**src/rtl/alloc_pkg.sv**
```systemverilog
package alloc_pkg;
    typedef enum logic [1:0] {
        SRC_NONE   = 2'd0,
        SRC_PRIV   = 2'd1,
        SRC_SHARED = 2'd2
    } alloc_src_e;
endpackage

```
**src/rtl/alloc_free_fifo.sv**
```systemverilog
module alloc_free_fifo #(
    parameter int DEPTH  = 4,
    parameter int ADDR_W = 5
) (
    input  logic              clk,
    input  logic              rst_n,
    input  logic              push_i,
    input  logic [ADDR_W-1:0] push_addr_i,
    input  logic              pop_i,
    output logic [ADDR_W-1:0] head_o,
    output logic              empty_o,
    output logic              full_o
);
    localparam int PTR_W = (DEPTH > 1) ? $clog2(DEPTH) : 1;
    localparam int CNT_W = $clog2(DEPTH + 1);

    typedef struct packed {
        logic [DEPTH-1:0][ADDR_W-1:0] mem;
        logic [PTR_W-1:0]             wr;
        logic [PTR_W-1:0]             rd;
        logic [CNT_W-1:0]             cnt;
    } fifo_state_t;

    fifo_state_t s_d, s_q;

    function automatic logic [PTR_W-1:0] bump(input logic [PTR_W-1:0] p);
        return (int'(p) == DEPTH - 1) ? '0 : p + 1'b1;
    endfunction

    always_comb begin
        logic do_push, do_pop;
        s_d     = s_q;
        do_push = push_i && (int'(s_q.cnt) < DEPTH);
        do_pop  = pop_i && (s_q.cnt != '0);
        if (do_push) begin
            s_d.mem[s_q.wr] = push_addr_i;
            s_d.wr          = bump(s_q.wr);
        end
        if (do_pop) begin
            s_d.rd = bump(s_q.rd);
        end
        case ({do_push, do_pop})
            2'b10:   s_d.cnt = s_q.cnt + 1'b1;
            2'b01:   s_d.cnt = s_q.cnt - 1'b1;
            default: s_d.cnt = s_q.cnt;
        endcase
    end

    always_ff @(posedge clk) begin
        if (!rst_n) s_q <= '0;
        else        s_q <= s_d;
    end

    assign head_o  = s_q.mem[s_q.rd];
    assign empty_o = (s_q.cnt == '0);
    assign full_o  = (int'(s_q.cnt) == DEPTH);

    // the owner never takes from an empty queue
    p_pop_nonempty_r5: assert property (@(posedge clk) disable iff (!rst_n)
        pop_i |-> (s_q.cnt != '0));
    // a release never lands on a queue that is already full
    p_no_overflow_r7: assert property (@(posedge clk) disable iff (!rst_n)
        push_i |-> (int'(s_q.cnt) < DEPTH));
endmodule

```
**src/rtl/alloc_region_dec.sv**
```systemverilog
module alloc_region_dec #(
    parameter int NUM_PORTS    = 4,
    parameter int PRIV_DEPTH   = 4,
    parameter int SHARED_DEPTH = 8,
    parameter int ADDR_W       = 5,
    parameter int PORT_W       = 2
) (
    input  logic [ADDR_W-1:0] addr_i,
    output logic              valid_o,
    output logic              shared_o,
    output logic [PORT_W-1:0] port_o
);
    localparam int SHARED_BASE = NUM_PORTS * PRIV_DEPTH;
    localparam int TOTAL       = SHARED_BASE + SHARED_DEPTH;

    always_comb begin
        valid_o  = 1'b0;
        shared_o = 1'b0;
        port_o   = '0;
        if (int'(addr_i) < SHARED_BASE) begin
            valid_o = 1'b1;
            port_o  = PORT_W'(int'(addr_i) / PRIV_DEPTH);
        end else if (int'(addr_i) < TOTAL) begin
            valid_o  = 1'b1;
            shared_o = 1'b1;
        end
    end
endmodule

```
**src/rtl/alloc_buffer_pool.sv**
```systemverilog
module alloc_buffer_pool #(
    parameter int NUM_PORTS    = 4,
    parameter int PRIV_DEPTH   = 4,
    parameter int SHARED_DEPTH = 8,
    parameter int SHARED_LIMIT = 3,
    localparam int PORT_W = (NUM_PORTS > 1) ? $clog2(NUM_PORTS) : 1,
    localparam int TOTAL  = NUM_PORTS * PRIV_DEPTH + SHARED_DEPTH,
    localparam int ADDR_W = $clog2(TOTAL)
) (
    input  logic              clk,
    input  logic              rst_n,
    output logic              ready,
    input  logic              alloc_req,
    input  logic [PORT_W-1:0] alloc_port,
    output logic              alloc_gnt,
    output logic              alloc_drop,
    output logic [ADDR_W-1:0] alloc_addr,
    input  logic              rel_req,
    input  logic [PORT_W-1:0] rel_port,
    input  logic [ADDR_W-1:0] rel_addr
);
    import alloc_pkg::*;

    localparam int SHARED_BASE = NUM_PORTS * PRIV_DEPTH;
    localparam int SCNT_W      = $clog2(SHARED_LIMIT + 1);
    localparam int IDX_W       = $clog2(TOTAL + 1);

    typedef struct packed {
        logic                             ready;
        logic [IDX_W-1:0]                 init_idx;
        logic                             gnt;
        logic                             drop;
        logic [ADDR_W-1:0]                addr;
        logic [PORT_W-1:0]                gnt_port;
        logic [NUM_PORTS-1:0][SCNT_W-1:0] shr_cnt;
    } pool_state_t;

    pool_state_t s_d, s_q;

    logic [NUM_PORTS-1:0]             priv_push, priv_pop, priv_empty, priv_full;
    logic [NUM_PORTS-1:0][ADDR_W-1:0] priv_head;
    logic                             shr_push, shr_pop, shr_empty, shr_full;
    logic [ADDR_W-1:0]                shr_head;
    logic [ADDR_W-1:0]                push_addr;
    logic                             dec_valid, dec_shared;
    logic [PORT_W-1:0]                dec_port;
    alloc_src_e                       src;

    // The decoder serves the fill sequence first, then releases
    assign push_addr = s_q.ready ? rel_addr : ADDR_W'(s_q.init_idx);

    alloc_region_dec #(
        .NUM_PORTS(NUM_PORTS), .PRIV_DEPTH(PRIV_DEPTH),
        .SHARED_DEPTH(SHARED_DEPTH), .ADDR_W(ADDR_W), .PORT_W(PORT_W)
    ) u_dec (
        .addr_i(push_addr), .valid_o(dec_valid),
        .shared_o(dec_shared), .port_o(dec_port)
    );

    for (genvar k = 0; k < NUM_PORTS; k++) begin : g_priv
        alloc_free_fifo #(.DEPTH(PRIV_DEPTH), .ADDR_W(ADDR_W)) u_fifo (
            .clk(clk), .rst_n(rst_n),
            .push_i(priv_push[k]), .push_addr_i(push_addr),
            .pop_i(priv_pop[k]), .head_o(priv_head[k]),
            .empty_o(priv_empty[k]), .full_o(priv_full[k])
        );
    end

    alloc_free_fifo #(.DEPTH(SHARED_DEPTH), .ADDR_W(ADDR_W)) u_shared (
        .clk(clk), .rst_n(rst_n),
        .push_i(shr_push), .push_addr_i(push_addr),
        .pop_i(shr_pop), .head_o(shr_head),
        .empty_o(shr_empty), .full_o(shr_full)
    );

    always_comb begin
        logic              take, port_ok, priv_avail, shr_room, do_push;
        logic [ADDR_W-1:0] priv_sel;
        s_d        = s_q;
        s_d.gnt    = 1'b0;
        s_d.drop   = 1'b0;
        priv_push  = '0;
        priv_pop   = '0;
        shr_push   = 1'b0;
        shr_pop    = 1'b0;
        src        = SRC_NONE;
        port_ok    = 1'b0;
        priv_avail = 1'b0;
        priv_sel   = '0;
        shr_room   = 1'b0;
        for (int k = 0; k < NUM_PORTS; k++) begin
            if (int'(alloc_port) == k) begin
                port_ok    = 1'b1;
                priv_avail = !priv_empty[k];
                priv_sel   = priv_head[k];
                shr_room   = int'(s_q.shr_cnt[k]) < SHARED_LIMIT;
            end
        end

        // allocation: private first, shared under quota, else drop
        take = s_q.ready && alloc_req;
        if (take) begin
            if (port_ok && priv_avail)                 src = SRC_PRIV;
            else if (port_ok && !shr_empty && shr_room) src = SRC_SHARED;
            s_d.gnt_port = alloc_port;
            case (src)
                SRC_PRIV: begin
                    priv_pop[alloc_port] = 1'b1;
                    s_d.gnt  = 1'b1;
                    s_d.addr = priv_sel;
                end
                SRC_SHARED: begin
                    shr_pop  = 1'b1;
                    s_d.gnt  = 1'b1;
                    s_d.addr = shr_head;
                    s_d.shr_cnt[alloc_port] = s_q.shr_cnt[alloc_port] + 1'b1;
                end
                default: s_d.drop = 1'b1;
            endcase
        end

        // fill sequence before ready, releases after
        do_push = s_q.ready ? (rel_req && dec_valid) : 1'b1;
        if (!s_q.ready) begin
            s_d.init_idx = s_q.init_idx + 1'b1;
            s_d.ready    = (int'(s_q.init_idx) == TOTAL - 1);
        end
        if (do_push) begin
            if (dec_shared) begin
                shr_push = 1'b1;
                if (s_q.ready) begin
                    for (int k = 0; k < NUM_PORTS; k++) begin
                        if (int'(rel_port) == k && s_d.shr_cnt[k] != '0)
                            s_d.shr_cnt[k] = s_d.shr_cnt[k] - 1'b1;
                    end
                end
            end else begin
                priv_push[dec_port] = 1'b1;
            end
        end
    end

    always_ff @(posedge clk) begin
        if (!rst_n) s_q <= '0;
        else        s_q <= s_d;
    end

    assign ready      = s_q.ready;
    assign alloc_gnt  = s_q.gnt;
    assign alloc_drop = s_q.drop;
    assign alloc_addr = s_q.addr;

    p_quiet_before_ready_r1: assert property (@(posedge clk) disable iff (!rst_n)
        !ready |=> !(alloc_gnt || alloc_drop));
    p_ready_sticky_r1: assert property (@(posedge clk) disable iff (!rst_n)
        ready |=> ready);
    p_addr_region_r2: assert property (@(posedge clk) disable iff (!rst_n)
        alloc_gnt |-> ((int'(alloc_addr) >= SHARED_BASE && int'(alloc_addr) < TOTAL) ||
                       (int'(alloc_addr) / PRIV_DEPTH == int'(s_q.gnt_port))));
    p_gnt_drop_excl_r5: assert property (@(posedge clk) disable iff (!rst_n)
        !(alloc_gnt && alloc_drop));
    p_resp_needs_req_r9: assert property (@(posedge clk) disable iff (!rst_n)
        (alloc_gnt || alloc_drop) |-> $past(alloc_req));
    for (genvar k = 0; k < NUM_PORTS; k++) begin : g_lim
        p_shr_limit_r6: assert property (@(posedge clk) disable iff (!rst_n)
            int'(s_q.shr_cnt[k]) <= SHARED_LIMIT);
    end
endmodule

```
**config.mk**
```make
export PLATFORM = sky130hd
export DESIGN_NAME = alloc_buffer_pool
export DESIGN_NICKNAME = d
export VERILOG_FILES = /design/src/rtl/alloc_pkg.sv /design/src/rtl/alloc_free_fifo.sv /design/src/rtl/alloc_region_dec.sv /design/src/rtl/alloc_buffer_pool.sv
export SDC_FILE = /design/constraint.sdc
export NUM_CORES = 1
export LEC_CHECK = 0
export BUFFER_PORTS_ARGS = -buffer_cell sky130_fd_sc_hd__buf_4
export CORE_MARGIN = 2
export CORE_UTILIZATION = 40
export CTS_BUF_LIST = sky130_fd_sc_hd__clkbuf_2 sky130_fd_sc_hd__clkbuf_4 sky130_fd_sc_hd__clkbuf_8
export DETAILED_ROUTE_END_ITERATION = 10
export PLACE_DENSITY = 0.53
export SLEW_MARGIN = 10
export SYNTH_ARGS = -nofsm -noshare
export SYNTH_HDL_FRONTEND = slang
export SYNTH_SLANG_ARGS = --single-unit
export TNS_END_PERCENT = 50
```
**constraint.sdc**
```tcl
create_clock -name clk -period 5.91 [get_ports clk]
set_input_delay 1.182 -clock clk [delete_from_list [all_inputs] [get_ports clk]]
set_output_delay 1.182 -clock clk [all_outputs]
set_load 0.05 [all_outputs]
```
### Yosys cells after proc, flatten, opt, wreduce, memory -nomap -nowiden

Cells that the tools add are included.

| word-level totals | value |
|---|---|
| flip-flop bits (word level) | 179 |
| output and inout port bits | 8 |

| operators by class | value |
|---|---|
| $add $sub $neg | 26 |
| order comparisons | 30 |
| equal/unequal tests | 29 |
| multiplexer cells | 95 |
| reduce and logical (&&, ||, !) cells | 56 |

Operators with widths:

| kind | number |
|---|---|
| $bwmux 20 | 4 |
| $mux 5 | 15 |
| $bmux 5 s2 | 4 |
| $bwmux 40 | 1 |
| $demux 5 s2 | 4 |
| $mux 8 | 5 |
| $mux 2 | 18 |
| $eq 2x1->1 const B | 16 |
| $lt 2x3->1 const B | 10 |
| $logic_and 1x1->1 | 26 |
| $mux 1 | 24 |
| $pmux 3 s2 | 4 |
| $eq 2x2->1 const B | 10 |
| $reduce_bool 2->1 | 10 |
| $add 2x1->2 const B | 9 |
| $add 3x1->3 const B | 6 |
| $mux 4 | 4 |
| $bmux 5 s3 | 1 |
| $demux 5 s3 | 1 |
| $ge 2x1->1 const B | 6 |
| $logic_not 3->1 | 4 |
| $lt 3x3->1 const B | 4 |
| $reduce_bool 3->1 | 4 |
| $sub 3x1->3 const B | 4 |
| other kinds (25) | 42 |

### Depth between registers and ports, before layout

| depth | value |
|---|---|
| depth in word-level cells | 19 |
| gate-level depth with buffers | 13 |

### By module

Synthesis repeated with hierarchy kept, for this count alone.

| second synthesis, totals | value |
|---|---|
| cells, all modules | 977 |
| area total of the unflattened synthesis | 9,828.2 um2 |

By module, submodules not included:

| module | times used | cells each | area each (um2) | seq. area each (um2) |
|---|---|---|---|---|
| alloc_free_fifo (g_priv[0].u_fifo ...) | 4 | 142 | 1,416.4 | 540.5 |
| alloc_free_fifo (u_shared) | 1 | 231 | 2,464.9 | 1,001.0 |
| alloc_buffer_pool | 1 | 174 | 1,672.9 | 420.4 |
| alloc_region_dec | 1 | 4 | 25.0 | 0.0 |

### Worst setup path after synthesis

No wires, ideal clock.

| timing | value |
|---|---|
| path kind | in2reg |
| from | in alloc_port[0] |
| to | reg u_shared.s_q[2] (netlist name) |
| setup time | 70 ps |
| data arrival time | 3,486 ps |
| data required time | 5,840 ps |
| setup slack | 2,353 ps |
| stages on the path | 11 |
| path through | buf_4 nand4b_1 nand4_1 nor4_4 ha_1 xor2_1 ha_1 a21oi_1 xor2_1 or3_1 a21oi_1 |

| between the ends | value |
|---|---|
| longest elaborated chain between the ends | 16 |

Ends and longest elaborated chain:

| item | RTL line | text |
|---|---|---|
| from (decl) | alloc_buffer_pool.sv:14 | `input logic [PORT_W-1:0] alloc_port,` |
| $logic_not 2->1 | alloc_buffer_pool.sv:92 | `if (int'(alloc_port) == k) begin` |
| $mux 1 (4 in series) | alloc_buffer_pool.sv:92 |  |
| $logic_and 1x1->1 (2 in series) | alloc_buffer_pool.sv:104 | `else if (port_ok && !shr_empty && shr_room) src = SRC_SHARED;` |
| $mux 2 | alloc_buffer_pool.sv:104 |  |
| $mux 2 (*) | alloc_buffer_pool.sv:103 | `if (port_ok && priv_avail) src = SRC_PRIV;` |
| $mux 2 (*) | alloc_buffer_pool.sv:102 | `if (take) begin` |
| $eq 2x2->1 (*) | alloc_buffer_pool.sv:106 | `case (src)` |
| $mux 1 (*) | alloc_buffer_pool.sv:106 |  |
| $mux 1 (*) | alloc_buffer_pool.sv:102 |  |
| $logic_and 1x1->1 (*) | alloc_free_fifo.sv:34 | `do_pop = pop_i && (s_q.cnt != '0);` |
| $eq 2x1->1 / $eq 2x2->1 (equally long branches) | alloc_free_fifo.sv:42 | `case ({do_push, do_pop})` |
| $pmux 4 s2 / $reduce_bool 2->1 (equally long branches) | n/a |  |
| to (signal assigned) | alloc_free_fifo.sv:50 | `if (!rst_n) s_q <= '0;` |
| to (signal assigned) | alloc_free_fifo.sv:51 | `else s_q <= s_d;` |
| to (decl) | alloc_free_fifo.sv:24 | `fifo_state_t s_d, s_q;` |

Mark *: on every way between the ends. The rest lies on a longest branch, timed or not. The select of a mux whose other input is x is not followed.
A chain may end at the register's enable or synchronous reset.

### Worst setup path after layout

| timing | value |
|---|---|
| from | reg s_q (netlist bit ready) |
| to | reg g_priv[0].u_fifo.s_q[2] (netlist name) |

| between the ends | value |
|---|---|
| longest elaborated chain between the ends | 12 |

Ends and longest elaborated chain:

| item | RTL line | text |
|---|---|---|
| from (decl) | alloc_buffer_pool.sv:38 | `pool_state_t s_d, s_q;` |
| from (signal assigned) | alloc_buffer_pool.sv:144 | `if (!rst_n) s_q <= '0;` |
| from (signal assigned) | alloc_buffer_pool.sv:145 | `else s_q <= s_d;` |
| $mux 5 | alloc_buffer_pool.sv:50 | `assign push_addr = s_q.ready ? rel_addr : ADDR_W'(s_q.init_idx);` |
| $lt 5x5->1 | alloc_region_dec.sv:20 | `if (int'(addr_i) < SHARED_BASE) begin` |
| $mux 2 | alloc_region_dec.sv:20 |  |
| $lt 2x3->1 (implied by the code) / $ge 2x1->1 (equally long branches) | alloc_buffer_pool.sv:138 | `priv_push[dec_port] = 1'b1;` |
| $logic_and 1x1->1 (implied by the code) | alloc_buffer_pool.sv:138 |  |
| $mux 1 (implied by the code) | alloc_buffer_pool.sv:138 |  |
| $demux 1 s2 | alloc_buffer_pool.sv:138 |  |
| $mux 4 | alloc_buffer_pool.sv:129 | `if (dec_shared) begin` |
| $mux 4 | alloc_buffer_pool.sv:128 | `if (do_push) begin` |
| $logic_and 1x1->1 | alloc_free_fifo.sv:33 | `do_push = push_i && (int'(s_q.cnt) < DEPTH);` |
| $eq 2x1->1 / $eq 2x2->1 (equally long branches) | alloc_free_fifo.sv:42 |  |
| $pmux 3 s2 / $reduce_bool 2->1 (equally long branches) | n/a |  |
| to (signal assigned) | alloc_free_fifo.sv:50 |  |
| to (signal assigned) | alloc_free_fifo.sv:51 |  |
| to (decl) | alloc_free_fifo.sv:24 |  |

Parallel ways exist; a longest one is shown, timed or not.

==> results.cfg <==
[setup_path]
critPathMaxFanout = 18
worst_ep_arrival_time_ns = 4.28
r2r_start = ready
crit_path_start_kind = flip-flop
rrSetupSlack_ns = 2.03
crit_type = flip-flop to flip-flop
required_ns = 6.31
rr_endpoint = g_priv[0].u_fifo.s_q[2]
reg2reg_depth = 11
endpoint_kind = flip-flop

[clocking]
cts_max_level = 4
cts_num_sinks = 179
clockBufferDepth = 2
path_clk_slew_ns = 0.10
ctsRootBufferMaster = clkbuf_8
cts_resized = 0
clock_latency_ns = 0.48
cts_tree = yes
cts_made_buffers = 17
post-cts-setup-buffers = 0
cts_hold_buf = 0

[synth]
synth_fp_nets = 910
synth_edf_count = 0
synth_top_cell_area_share_pct = 42.9
yosysUniqueCellTypes = 57
syn_area_um2 = 8360
synth_seq_cells = 179
syn_avg_cell_area_um2 = 9.75
seq_area_frac_synth_pct = 42.9
syn_inst = 857
yosys.area.top_type = dfxtp_1
synth_flop_cell = dfxtp_1
synth_warnings = 0
ys_top_cells_by_area = dfxtp_1 (43%), mux4_2 (8.4%), nor2_1 (6.0%)
synthArstFlopShare_pct = 0

[routing]
drtIter0Drc = 279
route.met2.wl_um = 9470
top_layer_used = met4
wire_per_inst_um = 17.5
vias = 6048
drtPass1Iterations = 5
ant_nets = 0
drt-total-wl_um = 19700
wl_met3_um = 619
wl_met1_um = 9360
drc = 0
viasPerCell = 5.36

[timing]
whs_ns = 0.433
maxSlewHeadroom_pct = 25.0
max_freq_ghz = 0.257
period_share_pct = 65.7
drv_slew = 0
setup_viol = 0
min_period_ns = 3.88
fin_skew_ns = 0.0178
worst_pin_slew_ns = 1.09
fin_tns_setup_ns = 0
rsz0062_at_grt = false
finalHoldViolCount = 0

[worst_hold_path]
holdCritStartpoint = g_priv[3].u_fifo.s_q[11]
holdPathStages = 2
holdPathEnd = g_priv[3].u_fifo.s_q[11]
hold_class = flip-flop to flip-flop

[floorplanning]
start_util_pct = 41.0
rows = 52
die_area_um2 = 22100
ioPinCount = 21
die_y_um = 149
die_w_um = 149
core_um2 = 20400

[run_status]
status = complete, no violations

[pwr]
power_density_nw_per_um2 = 264
ir_worst_vdd_mv = 0.161
p_total_mw = 2.38
power_leakage_nw = 3.42

[run]
drv_cap = 0

[global_route]
grt_pass1_wl_um = 32200
antenna_found_initial = 0
overflow = 0
grt_max_degree = 96
grt_usage_pct = 18.8
grt_pass1_vias = 6018

[placement]
place_congestion = 0.802
portBuffers = 20
place_area_um2 = 8640
dp_hpwl_um = 14100

[finish]
nNetsFinal = 898
syn2layout_area_growth_pct = 7.96
n_antenna_cell = 0
final_cell_area_um2 = 9020
layout-drive-gt1-share_pct = 14.0
final_cell_mix = dfxtp_1 (179), nor2_1 (134), a21oi_1 (68)
final_core_util_pct = 44.3
layout_commonest_cell = dfxtp_1
worst max-delay path: stages (launching register included):
cell,delay [ns]
dfxtp_1,0.66
buf_4,0.31
or4bb_1,0.57
a21o_1,0.21
a21oi_2,0.59
inv_1,0.37
ha_1,0.33
inv_1,0.07
fa_1,0.17
xor2_1,0.07
or3_1,0.31
a21oi_1,0.14
layout make-up:
type,count,area [um^2]
Clock buffer,18,241
Clock inverter,14,146
Fill cell,1959,11300
Inverter,36,138
Multi-Input combinational cell,585,4380
Sequential cell,179,3580
Tap cell,270,338
Timing Repair Buffer,26,195
registers in the layout, summed over array words and instances (netlist names):
name and cells:
g_priv.u_fifo.s_q 108, alloc_gnt 1, u_shared.s_q 50, s_q 13, ready 1, alloc_addr 5, alloc_drop 1
where the power goes:
part | switching [mW] | internal (mW) | total [mW] | leakage [nW]
registers | 0.0356 | 1.26 | 1.29 | 1.45
clock network | 0.481 | 0.354 | 0.835 | 0.192
logic | 0.151 | 0.103 | 0.255 | 1.78
layer usage:
| metal | vias to the layer above | track usage, % |
|---|---|---|
| li1 | 3000 | - |
| met1 | 2961 | 25.2 |
| met2 | 73 | 30.9 |
| met3 | 14 | 3.37 |
| met4 | 0 | 5.71 |
| met5 | - | 0 |
logic make-up (layout without fill, tap and decap cells):
logic type / after synthesis / count (layout) / share of synthesized area (%)
simple gates: 308 / 308 / 18.6
flops: 179 / 179 / 42.9
compound gates: 138 / 138 / 11.1
buf+inv: 93 / 94 / 4.82
mux: 79 / 79 / 14.2
fa+ha+maj: 40 / 40 / 6.35
xor+xnor: 20 / 20 / 2.10
Yosys cell counts, types with 2 or more instances:
cell / number
a211o_1: 2
a211oi_1: 32
a21oi_1: 68
a22oi_1: 10
a32o_1: 5
and2_1: 9
and3_1: 23
buf_2: 13
buf_4: 6
buf_6: 2
clkbuf_1: 35
dfxtp_1: 179
fa_1: 4
ha_1: 36
inv_1: 35
mux2_2: 6
mux2i_1: 42
mux4_2: 31
nand2_1: 47
nand2b_1: 3
nand3_1: 15
nand3b_1: 9
nand4_1: 2
nand4b_1: 7
nor2_1: 134
nor2b_1: 8
nor3_1: 16
nor3b_1: 2
nor4_1: 2
nor4_4: 2
nor4b_1: 3
o211a_1: 2
o21ai_0: 6
o221a_2: 8
or3_1: 11
or3b_2: 2
or4b_2: 2
xnor2_1: 6
xor2_1: 14
per-stage QoR:
step,worst slack [ns],instances
final,2.03,1128
after global routing,1.74,1128
after CTS,2.05,1128
after detailed placement,1.71,1096
after global placement,1.82,1096
after floorplan,2.35,857
how the worst max path moves through the flow:
stage | end | cells past startpoint | startpoint | slack [ns]
finish | g_priv[0].u_fifo.s_q[2] | 11 | ready | 2.03
CTS | g_priv[0].u_fifo.s_q[2] | 11 | ready | 2.05
global route | g_priv[0].u_fifo.s_q[2] | 11 | ready | 1.74
global placement | g_priv[0].u_fifo.s_q[2] | 11 | rel_addr[4] | 1.82
detailed placement | g_priv[0].u_fifo.s_q[2] | 11 | rel_addr[4] | 1.71
floorplan | u_shared.s_q[2] | 11 | alloc_port[0] | 2.35
Power figures use the tool's default switching activity.
